<file path="src/rtl/dmul_pkg.sv">
package dmul_pkg;
  localparam int unsigned X_W_DEF   = 18;
  localparam int unsigned Y_W_DEF   = 19;
  localparam int unsigned Z_W_DEF   = 18;
  localparam int unsigned CAS_W_DEF = 27;
  localparam int unsigned NCOEF_DEF = 8;
  localparam int unsigned NHALF     = 2;

  typedef enum logic [0:0] {HALF_TOP = 1'b0, HALF_BOT = 1'b1} half_e;
endpackage

</file>
<file path="src/rtl/dmul_reg.sv">
module dmul_reg #(
  parameter int unsigned W         = 8,
  parameter bit          CLR_ASYNC = 1'b0
) (
  input  logic         clk_i,
  input  logic         rst_ni,
  input  logic         en_i,
  input  logic         clr_i,
  input  logic [W-1:0] d_i,
  output logic [W-1:0] q_o
);
  generate
    if (CLR_ASYNC) begin : g_aclr
      always_ff @(posedge clk_i or negedge rst_ni or posedge clr_i) begin
        if (!rst_ni)     q_o <= '0;
        else if (clr_i)  q_o <= '0;
        else if (en_i)   q_o <= d_i;
      end
    end else begin : g_sclr
      // enable gates the clear
      always_ff @(posedge clk_i or negedge rst_ni) begin
        if (!rst_ni)     q_o <= '0;
        else if (en_i)   q_o <= clr_i ? '0 : d_i;
      end
    end
  endgenerate
endmodule

</file>
<file path="src/rtl/dmul_half.sv">
module dmul_half #(
  parameter int unsigned X_W       = 18,
  parameter int unsigned Y_W       = 19,
  parameter int unsigned Z_W       = 18,
  parameter int unsigned NCOEF     = 8,
  parameter bit          PREADD_EN = 1'b0,
  parameter bit          COEF_EN   = 1'b0,
  parameter bit          CLR_ASYNC = 1'b0,
  parameter logic [NCOEF*X_W-1:0] COEF = '0,
  localparam int unsigned SEL_W = $clog2(NCOEF),
  localparam int unsigned P_W   = X_W + Y_W
) (
  input  logic             clk_i,
  input  logic             rst_ni,
  input  logic             en_in_i,
  input  logic             clr_in_i,
  input  logic             en_out_i,
  input  logic             clr_out_i,
  input  logic [X_W-1:0]   x_i,
  input  logic [Y_W-1:0]   y_i,
  input  logic [Z_W-1:0]   z_i,
  input  logic [SEL_W-1:0] sel_i,
  output logic [P_W-1:0]   res_o
);
  logic [X_W-1:0] x_pick, x_q;
  logic [Y_W-1:0] y_q, y_eff;
  logic [P_W-1:0] prod;

  generate
    if (COEF_EN) begin : g_coef
      wire unused_x = ^x_i;
      assign x_pick = COEF[sel_i*X_W +: X_W];
    end else begin : g_live
      wire unused_sel = ^sel_i;
      assign x_pick = x_i;
    end
  endgenerate

  dmul_reg #(.W(X_W), .CLR_ASYNC(CLR_ASYNC)) u_xr (
    .clk_i(clk_i), .rst_ni(rst_ni), .en_i(en_in_i), .clr_i(clr_in_i),
    .d_i(x_pick), .q_o(x_q));

  dmul_reg #(.W(Y_W), .CLR_ASYNC(CLR_ASYNC)) u_yr (
    .clk_i(clk_i), .rst_ni(rst_ni), .en_i(en_in_i), .clr_i(clr_in_i),
    .d_i(y_i), .q_o(y_q));

  generate
    if (PREADD_EN) begin : g_pre
      logic [Z_W-1:0] z_q;
      dmul_reg #(.W(Z_W), .CLR_ASYNC(CLR_ASYNC)) u_zr (
        .clk_i(clk_i), .rst_ni(rst_ni), .en_i(en_in_i), .clr_i(clr_in_i),
        .d_i(z_i), .q_o(z_q));
      // wrap, no saturation
      assign y_eff = y_q + {{(Y_W-Z_W){z_q[Z_W-1]}}, z_q};
    end else begin : g_nopre
      wire unused_z = ^z_i;
      assign y_eff = y_q;
    end
  endgenerate

  always_comb begin
    prod = $signed({{Y_W{x_q[X_W-1]}}, x_q}) * $signed({{X_W{y_eff[Y_W-1]}}, y_eff});
  end

  dmul_reg #(.W(P_W), .CLR_ASYNC(CLR_ASYNC)) u_pr (
    .clk_i(clk_i), .rst_ni(rst_ni), .en_i(en_out_i), .clr_i(clr_out_i),
    .d_i(prod), .q_o(res_o));
endmodule

</file>
<file path="src/rtl/dual_mult_slice.sv">
module dual_mult_slice
  import dmul_pkg::*;
#(
  parameter int unsigned X_W       = X_W_DEF,
  parameter int unsigned Y_W       = Y_W_DEF,
  parameter int unsigned Z_W       = Z_W_DEF,
  parameter int unsigned CAS_W     = CAS_W_DEF,
  parameter int unsigned NCOEF     = NCOEF_DEF,
  parameter bit          PREADD_EN = 1'b0,
  parameter bit          COEF_EN   = 1'b0,
  parameter bit          CLR_ASYNC = 1'b0,
  parameter logic [NCOEF*X_W-1:0] COEF_A = '0,
  parameter logic [NCOEF*X_W-1:0] COEF_B = '0,
  localparam int unsigned SEL_W = $clog2(NCOEF),
  localparam int unsigned P_W   = X_W + Y_W
) (
  input  logic             clk_i,
  input  logic             rst_ni,
  input  logic [2:0]       ena_i,
  input  logic [1:0]       clr_i,
  input  logic [X_W-1:0]   ax_i,
  input  logic [Y_W-1:0]   ay_i,
  input  logic [Z_W-1:0]   az_i,
  input  logic [X_W-1:0]   bx_i,
  input  logic [Y_W-1:0]   by_i,
  input  logic [Z_W-1:0]   bz_i,
  input  logic [SEL_W-1:0] sel_a_i,
  input  logic [SEL_W-1:0] sel_b_i,
  input  logic             top_direct_i,
  input  logic [CAS_W-1:0] cas_i,
  output logic [CAS_W-1:0] cas_o,
  output logic [P_W-1:0]   res_a_o,
  output logic [P_W-1:0]   res_b_o
);
  logic [X_W-1:0]   x_v   [NHALF];
  logic [Y_W-1:0]   y_v   [NHALF];
  logic [Z_W-1:0]   z_v   [NHALF];
  logic [SEL_W-1:0] sel_v [NHALF];
  logic [P_W-1:0]   res_v [NHALF];

  always_comb begin
    x_v[HALF_TOP]   = ax_i;
    y_v[HALF_TOP]   = top_direct_i ? ay_i : cas_i[Y_W-1:0];
    z_v[HALF_TOP]   = az_i;
    sel_v[HALF_TOP] = sel_a_i;
    x_v[HALF_BOT]   = bx_i;
    y_v[HALF_BOT]   = by_i;
    z_v[HALF_BOT]   = bz_i;
    sel_v[HALF_BOT] = sel_b_i;
  end

  generate
    for (genvar g = 0; g < NHALF; g++) begin : g_half
      dmul_half #(
        .X_W(X_W), .Y_W(Y_W), .Z_W(Z_W), .NCOEF(NCOEF),
        .PREADD_EN(PREADD_EN), .COEF_EN(COEF_EN), .CLR_ASYNC(CLR_ASYNC),
        .COEF((g == 0) ? COEF_A : COEF_B)
      ) u_half (
        .clk_i(clk_i), .rst_ni(rst_ni),
        .en_in_i(ena_i[0]), .clr_in_i(clr_i[0]),
        .en_out_i(ena_i[1]), .clr_out_i(clr_i[1]),
        .x_i(x_v[g]), .y_i(y_v[g]), .z_i(z_v[g]), .sel_i(sel_v[g]),
        .res_o(res_v[g]));
    end
  endgenerate

  assign res_a_o = res_v[HALF_TOP];
  assign res_b_o = res_v[HALF_BOT];

  // one cycle per slice in the chain
  dmul_reg #(.W(CAS_W), .CLR_ASYNC(CLR_ASYNC)) u_cas (
    .clk_i(clk_i), .rst_ni(rst_ni), .en_i(ena_i[2]), .clr_i(clr_i[0]),
    .d_i(cas_i), .q_o(cas_o));
endmodule

</file>
<file path="config.mk">
export PLATFORM = sky130hd
export DESIGN_NAME = dual_mult_slice
export DESIGN_NICKNAME = d
export VERILOG_FILES = /design/src/rtl/dmul_pkg.sv /design/src/rtl/dmul_reg.sv /design/src/rtl/dmul_half.sv /design/src/rtl/dual_mult_slice.sv
export SDC_FILE = /design/constraint.sdc
export NUM_CORES = 2
export LEC_CHECK = 0
export CORE_UTILIZATION = 45
export DETAILED_ROUTE_END_ITERATION = 12
export HOLD_SLACK_MARGIN = 0.02
export PLACE_DENSITY = 0.66
export SLEW_MARGIN = 40
export SYNTH_ARGS = -nofsm -noshare
export SYNTH_HDL_FRONTEND = slang
export SYNTH_HIERARCHICAL = 1
export SYNTH_SLANG_ARGS = --single-unit
</file>
<file path="constraint.sdc">
create_clock -name clk_i -period 11.3 [get_ports clk_i]
set_input_delay 1.695 -clock clk_i [delete_from_list [all_inputs] [get_ports clk_i]]
set_output_delay 1.695 -clock clk_i [all_outputs]
set_load 0.05 [all_outputs]
</file>
==> flow_summary.yaml <==
power_and_ir_drop:
  pwr-share-clk: 0.107
  p_total_w: 0.00602
  leakage_nw: 18.1
  seq_power_share: 0.153
  power_frac_comb: 0.740
  power_density_mw_per_mm2: 164
  p_int_w: 0.00285
  p_sw_w: 0.00317
  switching_share: 0.526
  ir_drop_v: 0.000181
layout:
  syn2layout_area_growth_pct: 9.47
  post-route-util: 0.500
  nets: 4677
  n_fill_cell: 6834
  layout-drive-gt1-share: 0.0372
  diodes: 0
route:
  wl_per_cell_microns: 18.1
  vias_per_cell: 5.06
  drt-initial-drc-count: 1227
  firstDrtPassIters: 9
  via_count: 23400
  totalWireLength_microns: 83400
  ant_nets: 0
  drc_errors: 11
worst_setup_path:
  cp.arrival_ps: 7710
  cp.required_ps: 11720
  end_kind: "register"
  crit_type: "register to register"
  crit_fanout: 20
  start_kind: "register"
clock_tree:
  htree_levels: 4
  cts_resized: 0
  cts_buffer_depth: 2
  clk_pin_slew_worst_paths_ps: 90
  cts_setup_buffers: 0
  root_buffer: "clkbuf_16"
  hold_buffers: 0
  cts_tree: "yes"
  clock_sinks: 175
  cts_buffers: 17
  clk-insertion-delay-late_ps: 500
global_route:
  grt_pass1_wl_microns: 136000
  grt_pass1_vias: 25100
  grt_antenna_before_repair: 2
  overflow: 0
  grt_max_degree: 91
  grt_usage: 0.235
flow_run:
  max_cap_violations: 0
logic_synthesis:
  syn_inst: 3545
  synth_area_per_cell_sq_um: 9.45
  ys_ff_latch: 175
  synthArstFlopShare: 1.00
  ys.flop_type: "dfrtp_1"
  netlist_area_sq_mm: 0.0335
  syn_nets: 4576
  synth-edff-count: 0
  yosys_warnings: 6
  ys_seq_area_frac: 0.131
  synth_cell_types: 72
timing:
  maxSlewViolCount: 0
  relSlewSlack: 0.409
  layout_setup_ws_ps: 4010
  rsz0062_at_grt: "no"
  hold_viol_final: 0
  whs_ps: 512
  finalClockSkew_ps: 17.9
  finalSetupTns_ps: 0
  finalCritPeriodShare: 0.646
  min_period_ps: 7290
  clock.fmax_mhz: 137
  tightest_slew_ps: 887
  setup_viol: 0
placed_design:
  routabilityCongestion: 0.860
  portBuffers: 209
  place_hpwl_microns: 65400
  dp_slack_ps: 4060
die:
  die_area_sq_mm: 0.0755
  io_pins: 252
  die_w_microns: 275
  rows: 99
  die_h_microns: 275
  initial_core_util: 0.457
  core_area_sq_mm: 0.0733
run_status:
  status: "finished with violations"
  violations: "DRC"
hold_path:
  hp-class: "register to register"
-- cells in the mapped netlist, types with 14 or more instances --
cell type / n / share of area
ha_1: 190 / 0.071
a21oi_1: 52 / 0.0078
inv_1: 914 / 0.10
buf_6: 31 / 0.010
and2_1: 346 / 0.065
nand3b_1: 172 / 0.039
xnor2_1: 62 / 0.016
nor2_1: 52 / 0.0058
nand3_1: 14 / 0.0021
nand2_1: 340 / 0.038
dfrtp_1: 175 / 0.13
o21ai_1: 90 / 0.013
o21ai_2: 23 / 0.0060
o21ai_0: 96 / 0.014
clkbuf_1: 88 / 0.0099
a21o_1: 18 / 0.0040
fa_1: 690 / 0.41
-- state kept, by name, indices dropped and copies added, names as in the netlist --
signal and count:
g_half.u_half/u_pr/q_o 74, g_half.u_half/u_yr/q_o 38, g_half.u_half/u_xr/q_o 36, u_cas/q_o 27
-- path summary, 6_finish.rpt --
kind	cells past startpoint	endpoint	startpoint	slack (ps)
max	19	g_half[0].u_half/u_pr/q_o[35]	g_half[0].u_half/u_xr/q_o[3]	4010
min	2	g_half[1].u_half/u_pr/q_o[23]	g_half[1].u_half/u_pr/q_o[23]	510
max reg2reg	19	g_half[0].u_half/u_pr/q_o[35]	g_half[0].u_half/u_xr/q_o[3]	4010
min reg2reg	2	g_half[1].u_half/u_pr/q_o[23]	g_half[1].u_half/u_pr/q_o[23]	510
max in group asynchronous	2	g_half[0].u_half/u_yr/q_o[9]	rst_ni	9090
min in group asynchronous	1	g_half[1].u_half/u_xr/q_o[15]	rst_ni	1150
-- cells in the final DEF, fill, tap and decap left out, types with 4 or more instances in the layout --
cell type,count
a31oi_1,5
and3_1,4
mux2_2,9
dfrtp_1,161
nand4_1,9
clkbuf_16,17
o211ai_1,6
mux2_4,10
and2_1,346
nand2_1,340
nor2_1,52
nor3_1,4
nor2b_1,5
a21oi_1,52
xor2_1,12
o21ai_1,90
nand3b_1,172
nand3b_4,4
clkinv_8,4
o21ai_0,96
or3_1,4
o21a_1,13
xnor2_1,62
inv_1,914
fa_1,690
a21o_1,18
o21ai_2,23
ha_1,190
buf_4,21
nand3_1,14
a211oi_1,11
nand2b_1,11
dfrtp_2,14
clkdlybuf4s50_1,203
o21bai_1,8
-- kinds of logic after synthesis --
logic type / after synthesis / share of synthesized area
xor+xnor: 74 / 0.0194
buf+inv: 1061 / 0.130
mux: 20 / 0.00781
flops: 175 / 0.131
simple gates: 978 / 0.162
fa+ha+maj: 880 / 0.483
compound gates: 357 / 0.0674
-- area by class of cell --
type | instances | area [sq um] | area share
Inverter | 914 | 3430 | 0.0936
Tap cell | 959 | 1200 | 0.0327
Clock buffer | 18 | 439 | 0.0120
Sequential cell | 175 | 4400 | 0.120
Multi-Input combinational cell | 2309 | 24800 | 0.676
Clock inverter | 14 | 180 | 0.00491
Timing Repair Buffer | 229 | 2240 | 0.0612
-- worst max-delay path, stage by stage, from the launching register on --
cell and delay (ps):
dfrtp_1 900, nand2_1 300, fa_1 600, inv_1 140, fa_1 880, fa_1 530
fa_1 530, fa_1 510, inv_1 50, fa_1 480, inv_1 40, ha_1 380
inv_1 130, nor2_1 410, o2111ai_2 370, a31o_2 410, a31oi_4 170, xor2_1 150
nand3b_1 90, o21ai_0 110
-- through the flow --
step	cells	area, sq um
2_1_floorplan	3545	33500
3_3_place_gp	4586	36000
3_5_place_dp	4586	36000
4_1_cts	4618	36600
5_1_grt	4618	36700
6_report	4618	36700
-- per-layer routing --
metal | up-vias | routed length, microns | global-route usage
li1 | 10700 | - | -
met1 | 12000 | 34400 | 0.298
met2 | 549 | 42200 | 0.410
met3 | 130 | 4220 | 0.0346
met4 | 2 | 2540 | 0.0762
met5 | - | 13 | 0
-- power groups by stage --
| stage | clock, W | sequential (W) | combinational [W] |
|---|---|---|---|
| detailed placement | 0 | 0.000931 | 0.00447 |
| global placement | 0 | 0.000927 | 0.00444 |
| global route | 0.000690 | 0.000938 | 0.00499 |
| CTS | 0.000671 | 0.000919 | 0.00451 |
| finish | 0.000645 | 0.000921 | 0.00446 |
| floorplan | 0 | 0.00114 | 0.00301 |
(Power assumes the default switching activity.)
